$ cat config.mk
export PLATFORM = sky130hd
export DESIGN_NAME = pcseq_top
export DESIGN_NICKNAME = d
export VERILOG_FILES = /design/src/rtl/pcseq_pkg.sv /design/src/rtl/pcseq_decode.sv /design/src/rtl/pcseq_target.sv /design/src/rtl/pcseq_nextsel.sv /design/src/rtl/pcseq_top.sv
export SDC_FILE = /design/constraint.sdc
export NUM_CORES = 1
export LEC_CHECK = 0
export ABC_AREA = 1
export BUFFER_PORTS_ARGS = -buffer_cell sky130_fd_sc_hd__buf_2
export CORE_ASPECT_RATIO = 0.6
export CORE_UTILIZATION = 40
export CTS_CLUSTER_DIAMETER = 40
export DETAILED_ROUTE_END_ITERATION = 10
export PLACE_DENSITY_LB_ADDON = 0.05
export SKIP_CTS_REPAIR_TIMING = 1
export SYNTH_ARGS = -nofsm -noshare
export SYNTH_HDL_FRONTEND = slang
export SYNTH_SLANG_ARGS = --single-unit
$ cat constraint.sdc
create_clock -name clk -period 3.85 [get_ports clk]
set_clock_uncertainty 0.1 [all_clocks]
set_input_delay 0.77 -clock clk [delete_from_list [all_inputs] [get_ports clk]]
set_output_delay 0.77 -clock clk [all_outputs]
set_load 0.02 [all_outputs]
$ cat src/rtl/pcseq_pkg.sv
package pcseq_pkg;

  localparam int unsigned INSTR_W = 32;
  localparam int unsigned OPC_W   = 6;
  localparam int unsigned FN_W    = 6;
  localparam int unsigned OFS_W   = 16;
  localparam int unsigned IDX_W   = 26;
  localparam int unsigned RIDX_W  = 5;

  localparam logic [OPC_W-1:0] OPC_SPECIAL = 6'd0;
  localparam logic [OPC_W-1:0] OPC_JMP     = 6'd2;
  localparam logic [OPC_W-1:0] OPC_CALL    = 6'd3;
  localparam logic [OPC_W-1:0] OPC_BR_EQ   = 6'd4;
  localparam logic [OPC_W-1:0] OPC_BR_NE   = 6'd5;
  localparam logic [FN_W-1:0]  FN_REGJMP   = 6'd8;

  typedef enum logic [2:0] {
    NXT_SEQ  = 3'd0,
    NXT_BR   = 3'd1,
    NXT_JMP  = 3'd2,
    NXT_REG  = 3'd3,
    NXT_HOLD = 3'd4
  } nxt_kind_e;

  typedef struct packed {
    logic [OPC_W-1:0]  opc;
    logic [RIDX_W-1:0] src_a;
    logic [RIDX_W-1:0] src_b;
    logic [OFS_W-1:0]  imm;
  } ifmt_s;

endpackage

$ cat src/rtl/pcseq_decode.sv
module pcseq_decode
  import pcseq_pkg::*;
(
  input  logic               vld,
  input  logic [INSTR_W-1:0] instr,
  input  logic               ops_equal,
  input  logic [1:0]         tgt_low,
  output nxt_kind_e          kind,
  output logic               is_call,
  output logic               misalign
);

  ifmt_s            f;
  logic [FN_W-1:0]  fn;
  logic             br_take;
  logic             is_regjmp;

  assign f  = ifmt_s'(instr);
  assign fn = instr[FN_W-1:0];

  // condition selected by opcode
  always_comb begin
    br_take = 1'b0;
    if (f.opc == OPC_BR_EQ) br_take = ops_equal;
    if (f.opc == OPC_BR_NE) br_take = ~ops_equal;
  end

  assign is_regjmp = (f.opc == OPC_SPECIAL) && (fn == FN_REGJMP);

  always_comb begin
    kind     = NXT_SEQ;
    is_call  = 1'b0;
    misalign = 1'b0;
    if (vld) begin
      if (br_take) begin
        kind = NXT_BR;
      end else if (f.opc == OPC_JMP || f.opc == OPC_CALL) begin
        kind    = NXT_JMP;
        is_call = (f.opc == OPC_CALL);
      end else if (is_regjmp) begin
        if (tgt_low != 2'b00) begin
          kind     = NXT_HOLD;
          misalign = 1'b1;
        end else begin
          kind = NXT_REG;
        end
      end
    end else begin
      kind = NXT_HOLD;
    end
  end

endmodule

$ cat src/rtl/pcseq_target.sv
module pcseq_target
  import pcseq_pkg::*;
#(
  parameter int unsigned ADDR_W = 32
) (
  input  logic [ADDR_W-1:0]  pc,
  input  logic [INSTR_W-1:0] instr,
  output logic [ADDR_W-1:0]  pc_inc,
  output logic [ADDR_W-1:0]  br_tgt,
  output logic [ADDR_W-1:0]  jmp_tgt
);

  localparam int unsigned HI_W  = ADDR_W - IDX_W - 2;
  localparam int unsigned EXT_W = ADDR_W - OFS_W - 2;
  localparam logic [ADDR_W-1:0] STEP = ADDR_W'(4);

  logic [OFS_W-1:0]  ofs;
  logic [ADDR_W-1:0] ofs_bytes;

  assign ofs    = instr[OFS_W-1:0];
  assign pc_inc = pc + STEP;

  // sign-extended word offset turned into bytes
  assign ofs_bytes = {{EXT_W{ofs[OFS_W-1]}}, ofs, 2'b00};
  assign br_tgt    = pc_inc + ofs_bytes;

  // region bits come from the incremented PC
  generate
    if (HI_W > 0) begin : g_region
      assign jmp_tgt = {pc_inc[ADDR_W-1 -: HI_W], instr[IDX_W-1:0], 2'b00};
    end else begin : g_flat
      assign jmp_tgt = {instr[ADDR_W-3:0], 2'b00};
    end
  endgenerate

endmodule

$ cat src/rtl/pcseq_nextsel.sv
module pcseq_nextsel
  import pcseq_pkg::*;
#(
  parameter int unsigned ADDR_W = 32
) (
  input  nxt_kind_e          kind,
  input  logic [ADDR_W-1:0]  pc,
  input  logic [ADDR_W-1:0]  pc_inc,
  input  logic [ADDR_W-1:0]  br_tgt,
  input  logic [ADDR_W-1:0]  jmp_tgt,
  input  logic [ADDR_W-1:0]  reg_tgt,
  output logic [ADDR_W-1:0]  pc_nxt
);

  always_comb begin
    unique case (kind)
      NXT_BR:   pc_nxt = br_tgt;
      NXT_JMP:  pc_nxt = jmp_tgt;
      NXT_REG:  pc_nxt = reg_tgt;
      NXT_HOLD: pc_nxt = pc;
      default:  pc_nxt = pc_inc;
    endcase
  end

endmodule

$ cat src/rtl/pcseq_top.sv
module pcseq_top
  import pcseq_pkg::*;
#(
  parameter int unsigned ADDR_W     = 32,
  parameter logic [31:0] START_ADDR = 32'h0040_0000,
  parameter int unsigned LINK_REG   = 31
) (
  input  logic                      clk,
  input  logic                      rst,
  input  logic                      instr_vld,
  input  logic [INSTR_W-1:0]        instr,
  input  logic [ADDR_W-1:0]         rs_val,
  input  logic                      ops_equal,
  output logic [ADDR_W-1:0]         fetch_addr,
  output logic                      link_we,
  output logic [RIDX_W-1:0]         link_addr,
  output logic [ADDR_W-1:0]         link_data,
  output logic                      jr_misalign
);

  logic [ADDR_W-1:0] pc_q;
  logic [ADDR_W-1:0] pc_nxt;
  logic [ADDR_W-1:0] pc_inc;
  logic [ADDR_W-1:0] br_tgt;
  logic [ADDR_W-1:0] jmp_tgt;
  nxt_kind_e         kind;
  logic              is_call;
  logic              mis;

  pcseq_decode u_dec (
    .vld       (instr_vld),
    .instr     (instr),
    .ops_equal (ops_equal),
    .tgt_low   (rs_val[1:0]),
    .kind      (kind),
    .is_call   (is_call),
    .misalign  (mis)
  );

  pcseq_target #(.ADDR_W(ADDR_W)) u_tgt (
    .pc      (pc_q),
    .instr   (instr),
    .pc_inc  (pc_inc),
    .br_tgt  (br_tgt),
    .jmp_tgt (jmp_tgt)
  );

  pcseq_nextsel #(.ADDR_W(ADDR_W)) u_sel (
    .kind    (kind),
    .pc      (pc_q),
    .pc_inc  (pc_inc),
    .br_tgt  (br_tgt),
    .jmp_tgt (jmp_tgt),
    .reg_tgt (rs_val),
    .pc_nxt  (pc_nxt)
  );

  // synchronous restart
  always_ff @(posedge clk) begin
    if (rst) pc_q <= ADDR_W'(START_ADDR);
    else     pc_q <= pc_nxt;
  end

  assign fetch_addr  = pc_q;
  // call link request, quiet in reset
  assign link_we     = is_call & ~rst;
  assign link_addr   = RIDX_W'(LINK_REG);
  assign link_data   = pc_inc;

  assign jr_misalign = mis & ~rst;

endmodule

==> results.toml, run 1 <==
[route]
wire_per_inst_um = 17.3
drcViolationCount = 0
vias = 6295
ant_nets = 0
drt_iter0_drc = 652
firstDrtPassIters = 5
wl_um = 20300
vias_per_cell = 5.36

[timing]
setup_viol_count_final = 0
setup_tns_ns = 0
whs_ns = 0.363
setup_slack_ns = 0.264
hold_viol_final = 0
fmax_ghz = 0.279
grt_setup_unrepaired = "false"
finalCritPeriodShare_pct = 93.2
finalMaxSlewViolations = 0
finalCriticalPeriod_ns = 3.59
relSlewSlack_pct = 47.0
worst_pin_slew_ns = 0.793

[worst_setup_path]
crit_type = "register to register"
cp-end-kind = "register"
crit_chain = "ha_1 > nand2_1 > nor2_1 > inv_1 > nor2_1 > xor2_2 > ha_1 > nand2_1 > o21ai_0 > inv_1 > nand2_1 > nand2_1 > nand3_1 > nand2_1 > nand3_1 > nand4_1 > nand2_1 > inv_1"
worst_ep_required_time_ns = 3.94
arrival_ns = 3.68
critPathLaunchType = "register"
critPathSlowestCell = "o21ai_0"
cpPeakStageDelay_ns = 0.42
cp_common_cell = "nand2_1"
worstPathMaxFanout = 5

[place]
gp_congestion = 0.970
place_ws_ns = 0.382
io_buffers = 133
detailed_place.area_um2 = 5680
dp_hpwl_um = 16100

[run_status]
status = "finished, final reports clean"

[final_layout]
fin_nets = 1118
register_area_um2 = 641
fill_cells = 1347
layout_commonest_cell = "nand2_1"
layout-drive-gt1-share_pct = 18.1
multiInputGateArea_um2 = 3680
layout_common_cells = "nand2_1 (276), buf_2 (133), nor2_1 (125)"
area_delta_synth_final_pct = 19.9
largest_reg_flops = 32
finish.instance_area_um2 = 5820
n_antenna_cell = 0

[synth]
seq_area_frac_synth_pct = 13.2
synth.avg_cell_area_um2 = 5.51
netlist_instances = 881
netlist_area_um2 = 4860
yosys_warnings = 0
ys_ff_latch = 32
synth_cell_types = 43

[global_routing]
grt_usage_pct = 32.6
overflow = 0
grt_pass1_vias = 5431
grt_max_degree = 28
grt_pass1_wl_um = 30500
grt_antenna_before_repair = 0

[pwr]
powerDensity_nw_per_um2 = 240
total_power_mw = 1.40
p_leak_nw = 3.10
peakVddDrop_mv = 0.161

[die]
die_x_um = 144
core_area_um2 = 11600
rows = 30
io_pins = 139
die_h_um = 87.4
start_util_pct = 42.0
die-area_um2 = 12600

[clock_network]
cts_root_buffer = "clkbuf_16"
clkTransAtPathRegs_ns = 0.06
cts.sinks = 32
tritoncts = "done"
cts_made_buffers = 5
htreeDepth = 2
clk_latency_ns = 0.29
cts_buffer_depth = 2

[min_path]
hold_path.class = "register to register"

[flow_run]
drv_cap = 0
## power by group
part / leakage (nW) / switching, mW / internal, mW
Clock: 0.0667 / 0.176 / 0.236
Combinational: 2.77 / 0.396 / 0.203
Sequential: 0.264 / 0.0353 / 0.352
Total: 3.10 / 0.607 / 0.791
## path summary, 6_finish.rpt
path                                    from                           to  slack (ns)  cells past startpoint
setup / recovery  fetch_addr[2]$_SDFFE_PP0P_  fetch_addr[24]$_SDFFE_PP0P_        0.26                     18
hold / removal    fetch_addr[0]$_SDFFE_PP0P_   fetch_addr[0]$_SDFFE_PP0P_        0.36                      2
setup reg to reg  fetch_addr[2]$_SDFFE_PP0P_  fetch_addr[24]$_SDFFE_PP0P_        0.26                     18
hold reg to reg   fetch_addr[0]$_SDFFE_PP0P_   fetch_addr[0]$_SDFFE_PP0P_        0.36                      2
## cell usage after synthesis, drive strengths merged
master     n  share of area, %
a41oi      1              0.18
ha        34               8.8
fa         1              0.41
nand3b     5              0.77
a22oi      7               1.1
dfxtp     32                13
o21a       4              0.62
inv      107               8.3
nor3      15               1.9
conb       1             0.077
xnor2     14               2.5
a31oi      3              0.39
buf       20               3.0
o2111ai    2              0.36
nand3     56               6.1
xor2      11               2.1
nor3b      3              0.46
nor2     132                11
nor4       5              0.64
nand2    278                22
a21oi     62               6.5
o211ai     1              0.15
o21ai     44               4.6
o21bai     4              0.62
or2       11               1.4
a21o       1              0.15
nand4     23               3.0
clkbuf     4              0.31
## final cells by class
class | count | share of cell area (%)
multi-input combinational | 722 | 63.1
timing repair buffer | 147 | 13.2
sequential | 32 | 11.0
inverter | 107 | 6.90
tap | 160 | 3.44
clock buffer | 6 | 2.21
clock inverter | 1 | 0.0859
## cell families after synthesis
| logic type | share of synthesized area (%) |
|---|---|
| buffers and inverters | 11.6 |
| xor gates and xnor gates | 4.66 |
| DFF | 13.2 |
| other | 0.0772 |
| and+or+nand+nor | 46.7 |
| adders and majority gates | 9.17 |
| AOI/OAI and AO/OA | 14.6 |
## routing by layer
layer / up-vias / wire length (µm) / track usage, %
met5: - / 56 / 3.64
met4: 2 / 376 / 5.65
met3: 29 / 2500 / 8.91
met2: 381 / 7180 / 43.2
met1: 2774 / 10200 / 50.4
li1: 3109 / - / -
## worst max-delay path: cells and delay by family, from the launching register on
kind            cells  cell delay, ns
compound gates      1            0.42
xor+xnor            1            0.19
fa+ha+maj           2            0.65
buf+inv             3            0.22
flops               1            0.41
simple gates       11            1.51
## through the flow
step,utilization [%],std cells
global route,50.4,1175
floorplan,-,885
detailed placement,49.1,1168
CTS,50.3,1175
finish,50.4,1175
global placement,49.1,1168
(Power assumes the default switching activity.)
==> inputs of run 2 (changes only) <==
Settings changed: ABC_AREA 1 to default.
==> run 2 against run 1 <==
  * Non-clock buffer count rose by 35
  * Clock power is 2% lower
  * Critical endpoint is now fetch_addr[30]$_SDFFE_PP0P_
  * Design area shrank 8.9%
  * Die area fell by 17%
  * Worst hold slack improved by 0.023 ns
  * Largest power group unchanged
  * Flip-flop and latch count unchanged
  * Final cell count shrank 29%
==> results.toml, run 2 <==
[final_layout]
largest_reg_flops = 32
register_area_um2 = 642
n_antenna_cell = 0
layout-drive-gt1-share_pct = 30.8
fin_nets = 804
layout_commonest_cell = "buf_2"
fin_cells = 831
multiInputGateArea_um2 = 3290
area_delta_synth_final_pct = 31.8
layout_common_cells = "buf_2 (133), buf_4 (49), nand2_1 (44), a21oi_1 (44), o21ai_0 (44)"
utilization_pct = 56.1
fill_cells = 928

[die]
die-area_um2 = 10500
die_h_um = 79.7
start_util_pct = 42.5
rows = 27
die_x_um = 131
core_area_um2 = 9460
io_pins = 139

[route]
drcViolationCount = 0
vias = 4970
firstDrtPassIters = 5
wl_um = 16100
drt_iter0_drc = 367
ant_nets = 0
wire_per_inst_um = 19.3
vias_per_cell = 5.98

[timing]
setup_viol_count_final = 0
grt_setup_unrepaired = "true"
worst_pin_slew_ns = 0.847
finalMaxSlewViolations = 0
whs_ns = 0.387
setup_tns_ns = 0
hold_viol_final = 0
fmax_ghz = 0.276
finalCriticalPeriod_ns = 3.63
finalCritPeriodShare_pct = 94.2
relSlewSlack_pct = 43.3

[global_routing]
grt_pass1_vias = 4519
overflow = 0
grt_max_degree = 31
grt_pass1_wl_um = 24800
grt_usage_pct = 30.3
grt_antenna_before_repair = 0

[clock_network]
cts.sinks = 32
cts_root_buffer = "clkbuf_16"
clk_latency_ns = 0.29
clkTransAtPathRegs_ns = 0.06
htreeDepth = 2
tritoncts = "done"
cts_buffer_depth = 2
cts_made_buffers = 5

[synth]
netlist_area_um2 = 4020
seq_area_frac_synth_pct = 15.9
synth_edf_count = 0
ys_ff_latch = 32
synth.top_cells.by_area = "dfxtp_1 (16%), ha_1 (11%), xnor2_1 (7.0%)"
synth_commonest_cells = "a21oi_1 (45), o21ai_0 (45), nand2_1 (44), nor2_1 (42), ha_1 (34)"
ys.flop_type = "dfxtp_1"
yosys_warnings = 0
synth.avg_cell_area_um2 = 7.45
netlist_instances = 540
async_flop_share_pct = 0
netlist.area_leader.share_pct = 15.9
synth_cell_types = 66
yosysTopAreaCell = "dfxtp_1"

[worst_setup_path]
worstSetupPathDepth = 13
worst_r2r_path_depth = 13
worst-path-buf-inv = 0
cpPeakStageDelay_ns = 0.44
crit_type = "register to register"
worstPathMaxFanout = 5
crit_start = "fetch_addr[7]$_SDFFE_PP0P_"
critPathLaunchType = "register"
cp-end-kind = "register"
crit_chain = "and4_4 > nand4_4 > or3_4 > xnor2_2 > ha_1 > o2111ai_1 > a21oi_2 > o21ai_2 > a2111oi_2 > o41a_1 > o2111ai_2 > a2111o_1 > a31oi_1"
critical_path.top_delay_family = "compound AO/OA/AOI/OAI gates"
regToRegSetupSlack_ns = 0.22
worst_ep_required_time_ns = 3.97
critPathSlowestCell = "a2111o_1"
arrival_ns = 3.75
worst_r2r_startpoint = "fetch_addr[7]$_SDFFE_PP0P_"

[place]
placed_cells = 822
gp_congestion = 0.916
io_buffers = 133
dp_hpwl_um = 12300

[flow_run]
drv_cap = 0

[pwr]
peakVddDrop_mv = 0.169
clockPowerShare_pct = 29.8
pwr-share-seq_pct = 27.7
p_int_mw = 0.818
combPwrFrac_pct = 42.4
swShare_pct = 39.5
powerDensity_nw_per_um2 = 255
p_sw_mw = 0.535
p_leak_nw = 2.45

[min_path]
hold_path.class = "register to register"
worst_hold_path.num_cells = 1
hold_path_startpoint = "fetch_addr[1]$_SDFFE_PP0P_"

[run_status]
status = "finished, final reports clean"
-- run 2: cell count changes in the layout (fill, tap and decap cells not counted), sizes merged, moves of 8 or more --
cell,change
or2,-11
nand4,-13
a221o,+14
nand2,-234
and3,+12
inv,-96
nand3,-36
xnor2,+18
a221oi,+20
a211oi,+8
a31oi,+8
buf,+35
a21oi,-16
nor2,-90
-- run 2: worst reg2reg max path, stage by stage, from the launching register on --
cell	delay, ns
dfxtp_1	0.37
and4_4	0.28
nand4_4	0.18
or3_4	0.38
xnor2_2	0.16
ha_1	0.35
o2111ai_1	0.19
a21oi_2	0.20
o21ai_2	0.10
a2111oi_2	0.30
o41a_1	0.26
o2111ai_2	0.14
a2111o_1	0.44
a31oi_1	0.12
-- run 2: per-stage QoR --
step	worst slack (ns)	power, mW	area (µm²)
floorplan	0.00298	0.734	4040
global route	0.00286	1.42	5300
finish	0.223	1.35	5300
detailed placement	0.0365	0.933	5090
global placement	0.205	0.928	5090
CTS	0.0113	1.34	5220
-- run 2: layout make-up --
| type | count | share of cell area (%) |
|---|---|---|
| clock buffers | 6 | 2.43 |
| clock inverters | 1 | 0.0944 |
| inverters | 11 | 0.778 |
| multi-input cells | 469 | 62.0 |
| flip-flops and latches | 32 | 12.1 |
| well taps | 130 | 3.07 |
| repair buffers | 182 | 19.5 |
-- run 2: logic make-up (layout without fill, tap and decap cells) --
kind of cell               count (synthesis)  after routing  share of synthesized area (%)
buffers and inverters                     43            200                           4.91
muxes                                      2              2                          0.498
adders and majority gates                 35             35                           11.1
other                                      1              5                         0.0932
DFF                                       32             32                           15.9
and+or+nand+nor                          176            176                           22.3
AOI/OAI and AO/OA                        205            205                           35.0
xor gates and xnor gates                  46             46                           10.2
-- run 2: path summary, 6_finish.rpt --
check                           endpoint
min reg2reg   fetch_addr[1]$_SDFFE_PP0P_
max reg2reg  fetch_addr[30]$_SDFFE_PP0P_
max          fetch_addr[30]$_SDFFE_PP0P_
min           fetch_addr[1]$_SDFFE_PP0P_
-- run 2: per-layer routing --
metal	vias to the layer above	global-route usage, %	part of all wire, %
met5	-	0	0
li1	2386	-	-
met2	268	42.5	39
met3	12	6.35	9.2
met1	2304	46.5	51
met4	0	5.47	0.68
-- run 2: power by group through the flow --
| stage | Clock, mW | Combinational (mW) | Sequential (mW) |
|---|---|---|---|
| floorplan | 0 | 0.330 | 0.404 |
| global placement | 0 | 0.549 | 0.379 |
| detailed placement | 0 | 0.554 | 0.380 |
| CTS | 0.405 | 0.558 | 0.373 |
| global route | 0.416 | 0.624 | 0.377 |
| finish | 0.404 | 0.574 | 0.375 |
==> inputs of run 3 (changes only) <==
Settings changed: CELL_PAD_IN_SITES_DETAIL_PLACEMENT from default to 2, CELL_PAD_IN_SITES_GLOBAL_PLACEMENT from default to 2, CORE_ASPECT_RATIO 0.6 to 1.25, CORE_MARGIN from default to 1, CORE_UTILIZATION 40 to 30.
==> run 3 against run 2 <==
  * Sequential power about the same
  * Flip-flop and latch count unchanged
  * Count of clock-buffer cells in the layout unchanged
  * Non-clock buffer count up 9
  * Setup slack worse by 0.11 ns
  * Maximum frequency down 3.0%
  * Register-to-register slack worse by 0.11 ns
  * Combinational power up 7.7%
  * Largest power group unchanged
==> results.toml, run 3 (synthesis gave the netlist of run 2 again) <==
[run_status]
status = "finished, final reports clean"

[final_layout]
n_antenna_cell = 0
fin_nets = 813
layout_commonest_cell = "buf_2"
largest_reg_flops = 32
utilization_pct = 43.1
fill_cells = 1566
layout_common_cells = "buf_2 (133), buf_4 (56), nand2_1 (44)"
area_delta_synth_final_pct = 38.2
layout-drive-gt1-share_pct = 34.0
fin_cells = 879
finish.instance_area_um2 = 5560

[clock_network]
clkTransAtPathRegs_ns = 0.06
htreeDepth = 2
cts_made_buffers = 5
cts_root_buffer = "clkbuf_16"
tritoncts = "done"
cts_buffer_depth = 2
clk_latency_ns = 0.29
cts.sinks = 32

[worst_setup_path]
cp-end-kind = "register"
critPathLaunchType = "register"
worst_r2r_startpoint = "fetch_addr[9]$_SDFFE_PP0P_"
reg2reg_to = "fetch_addr[30]$_SDFFE_PP0P_"
crit_type = "register to register"
arrival_ns = 3.86
worstPathMaxFanout = 7
regToRegSetupSlack_ns = 0.11
worst_ep_required_time_ns = 3.97
worst_r2r_path_depth = 14

[timing]
finalCriticalPeriod_ns = 3.74
finalMaxSlewViolations = 0
setup_tns_ns = 0
fmax_ghz = 0.267
setup_slack_ns = 0.111
relSlewSlack_pct = 39.1
whs_ns = 0.393
finalCritPeriodShare_pct = 97.1
hold_viol_final = 0
setup_viol_count_final = 0
worst_pin_slew_ns = 0.907

[die]
rows = 46
die_x_um = 106
die_h_um = 131
start_util_pct = 31.2
io_pins = 139
core_area_um2 = 12900
die-area_um2 = 13900

[global_routing]
grt_usage_pct = 28.3
grt_pass1_vias = 5741
overflow = 0
grt_max_degree = 25
grt_antenna_before_repair = 0
grt_pass1_wl_um = 30800

[pwr]
total_power_mw = 1.42
peakVddDrop_mv = 0.169
combPwrFrac_pct = 43.5
powerDensity_nw_per_um2 = 255
p_int_mw = 0.854
clockPowerShare_pct = 30.0
p_leak_nw = 2.52
swShare_pct = 39.9
pwr-share-seq_pct = 26.4
p_sw_mw = 0.567

[place]
place_ws_ns = 0.0333
io_buffers = 133
gp_congestion = 0.915
placed_cells = 867
dp_hpwl_um = 15800
detailed_place.area_um2 = 5210

[min_path]
hold_path.class = "register to register"
hold_end = "fetch_addr[1]$_SDFFE_PP0P_"
hold_path_startpoint = "fetch_addr[1]$_SDFFE_PP0P_"
worst_hold_path.num_cells = 1

[route]
vias = 5247
wire_per_inst_um = 22.8
drt_iter0_drc = 187
firstDrtPassIters = 4
vias_per_cell = 5.97
ant_nets = 0
wl_um = 20000
drcViolationCount = 0

[flow_run]
drv_cap = 0
run 3: changes by cell type in the layout (fill, tap and decap cells not counted), moves of 2 or more:
cell     before  now
xnor2_1      31   28
buf_12        0    2
buf_4        49   56
o21ai_0      44   42
a21oi_2       2    4
ha_2          2    4
a21oi_1      44   42
ha_1         32   27
ha_4          0    3
o21ai_2       2    4
xnor2_2       1    4
run 3: worst max path at each step:
stage | start | to | slack (ns)
6_report | fetch_addr[9]$_SDFFE_PP0P_ | fetch_addr[30]$_SDFFE_PP0P_ | 0.11
3_3_place_gp | fetch_addr[7]$_SDFFE_PP0P_ | fetch_addr[30]$_SDFFE_PP0P_ | 0.13
3_5_place_dp | fetch_addr[7]$_SDFFE_PP0P_ | fetch_addr[30]$_SDFFE_PP0P_ | 0.03
5_1_grt | fetch_addr[7]$_SDFFE_PP0P_ | fetch_addr[30]$_SDFFE_PP0P_ | -0.11
4_1_cts | fetch_addr[9]$_SDFFE_PP0P_ | fetch_addr[29]$_SDFFE_PP0P_ | -0.007
2_1_floorplan | fetch_addr[4]$_SDFFE_PP0P_ | fetch_addr[27]$_SDFFE_PP0P_ | 0.003
run 3: layout make-up:
type | count | area, µm² | share of cell area (%)
Timing Repair Buffer | 191 | 1130 | 20.2
Multi-Input combinational cell | 469 | 3390 | 61.0
Clock buffer | 6 | 139 | 2.50
Inverter | 11 | 41.3 | 0.742
Clock inverter | 2 | 10.0 | 0.180
Sequential cell | 32 | 641 | 11.5
Tap cell | 168 | 210 | 3.78
run 3: power by group through the flow:
stage / Combinational (mW) / Sequential (mW) / Clock (mW)
floorplan: 0.330 / 0.404 / 0
global placement: 0.570 / 0.379 / 0
detailed placement: 0.592 / 0.381 / 0
CTS: 0.597 / 0.373 / 0.438
global route: 0.672 / 0.377 / 0.445
finish: 0.618 / 0.375 / 0.427
run 3: per-layer routing:
layer	vias up	share of wire [%]	GRT usage (%)
li1	2409	-	-
met1	2638	38	30.0
met2	155	55	56.4
met3	45	3.5	2.18
met4	0	3.1	10.9
met5	-	0	0
run 3: critical path, cell delays in order (launching register included):
cell       delay (ns)
dfxtp_1          0.37
and4_4           0.25
nand4_1          0.26
nor2_2           0.28
nand2_1          0.11
xnor2_1          0.20
ha_2             0.43
a21oi_1          0.11
nand3_1          0.11
o21ai_0          0.15
a2111oi_2        0.36
o41a_1           0.23
o2111ai_2        0.13
a2111o_1         0.44
a31oi_1          0.13
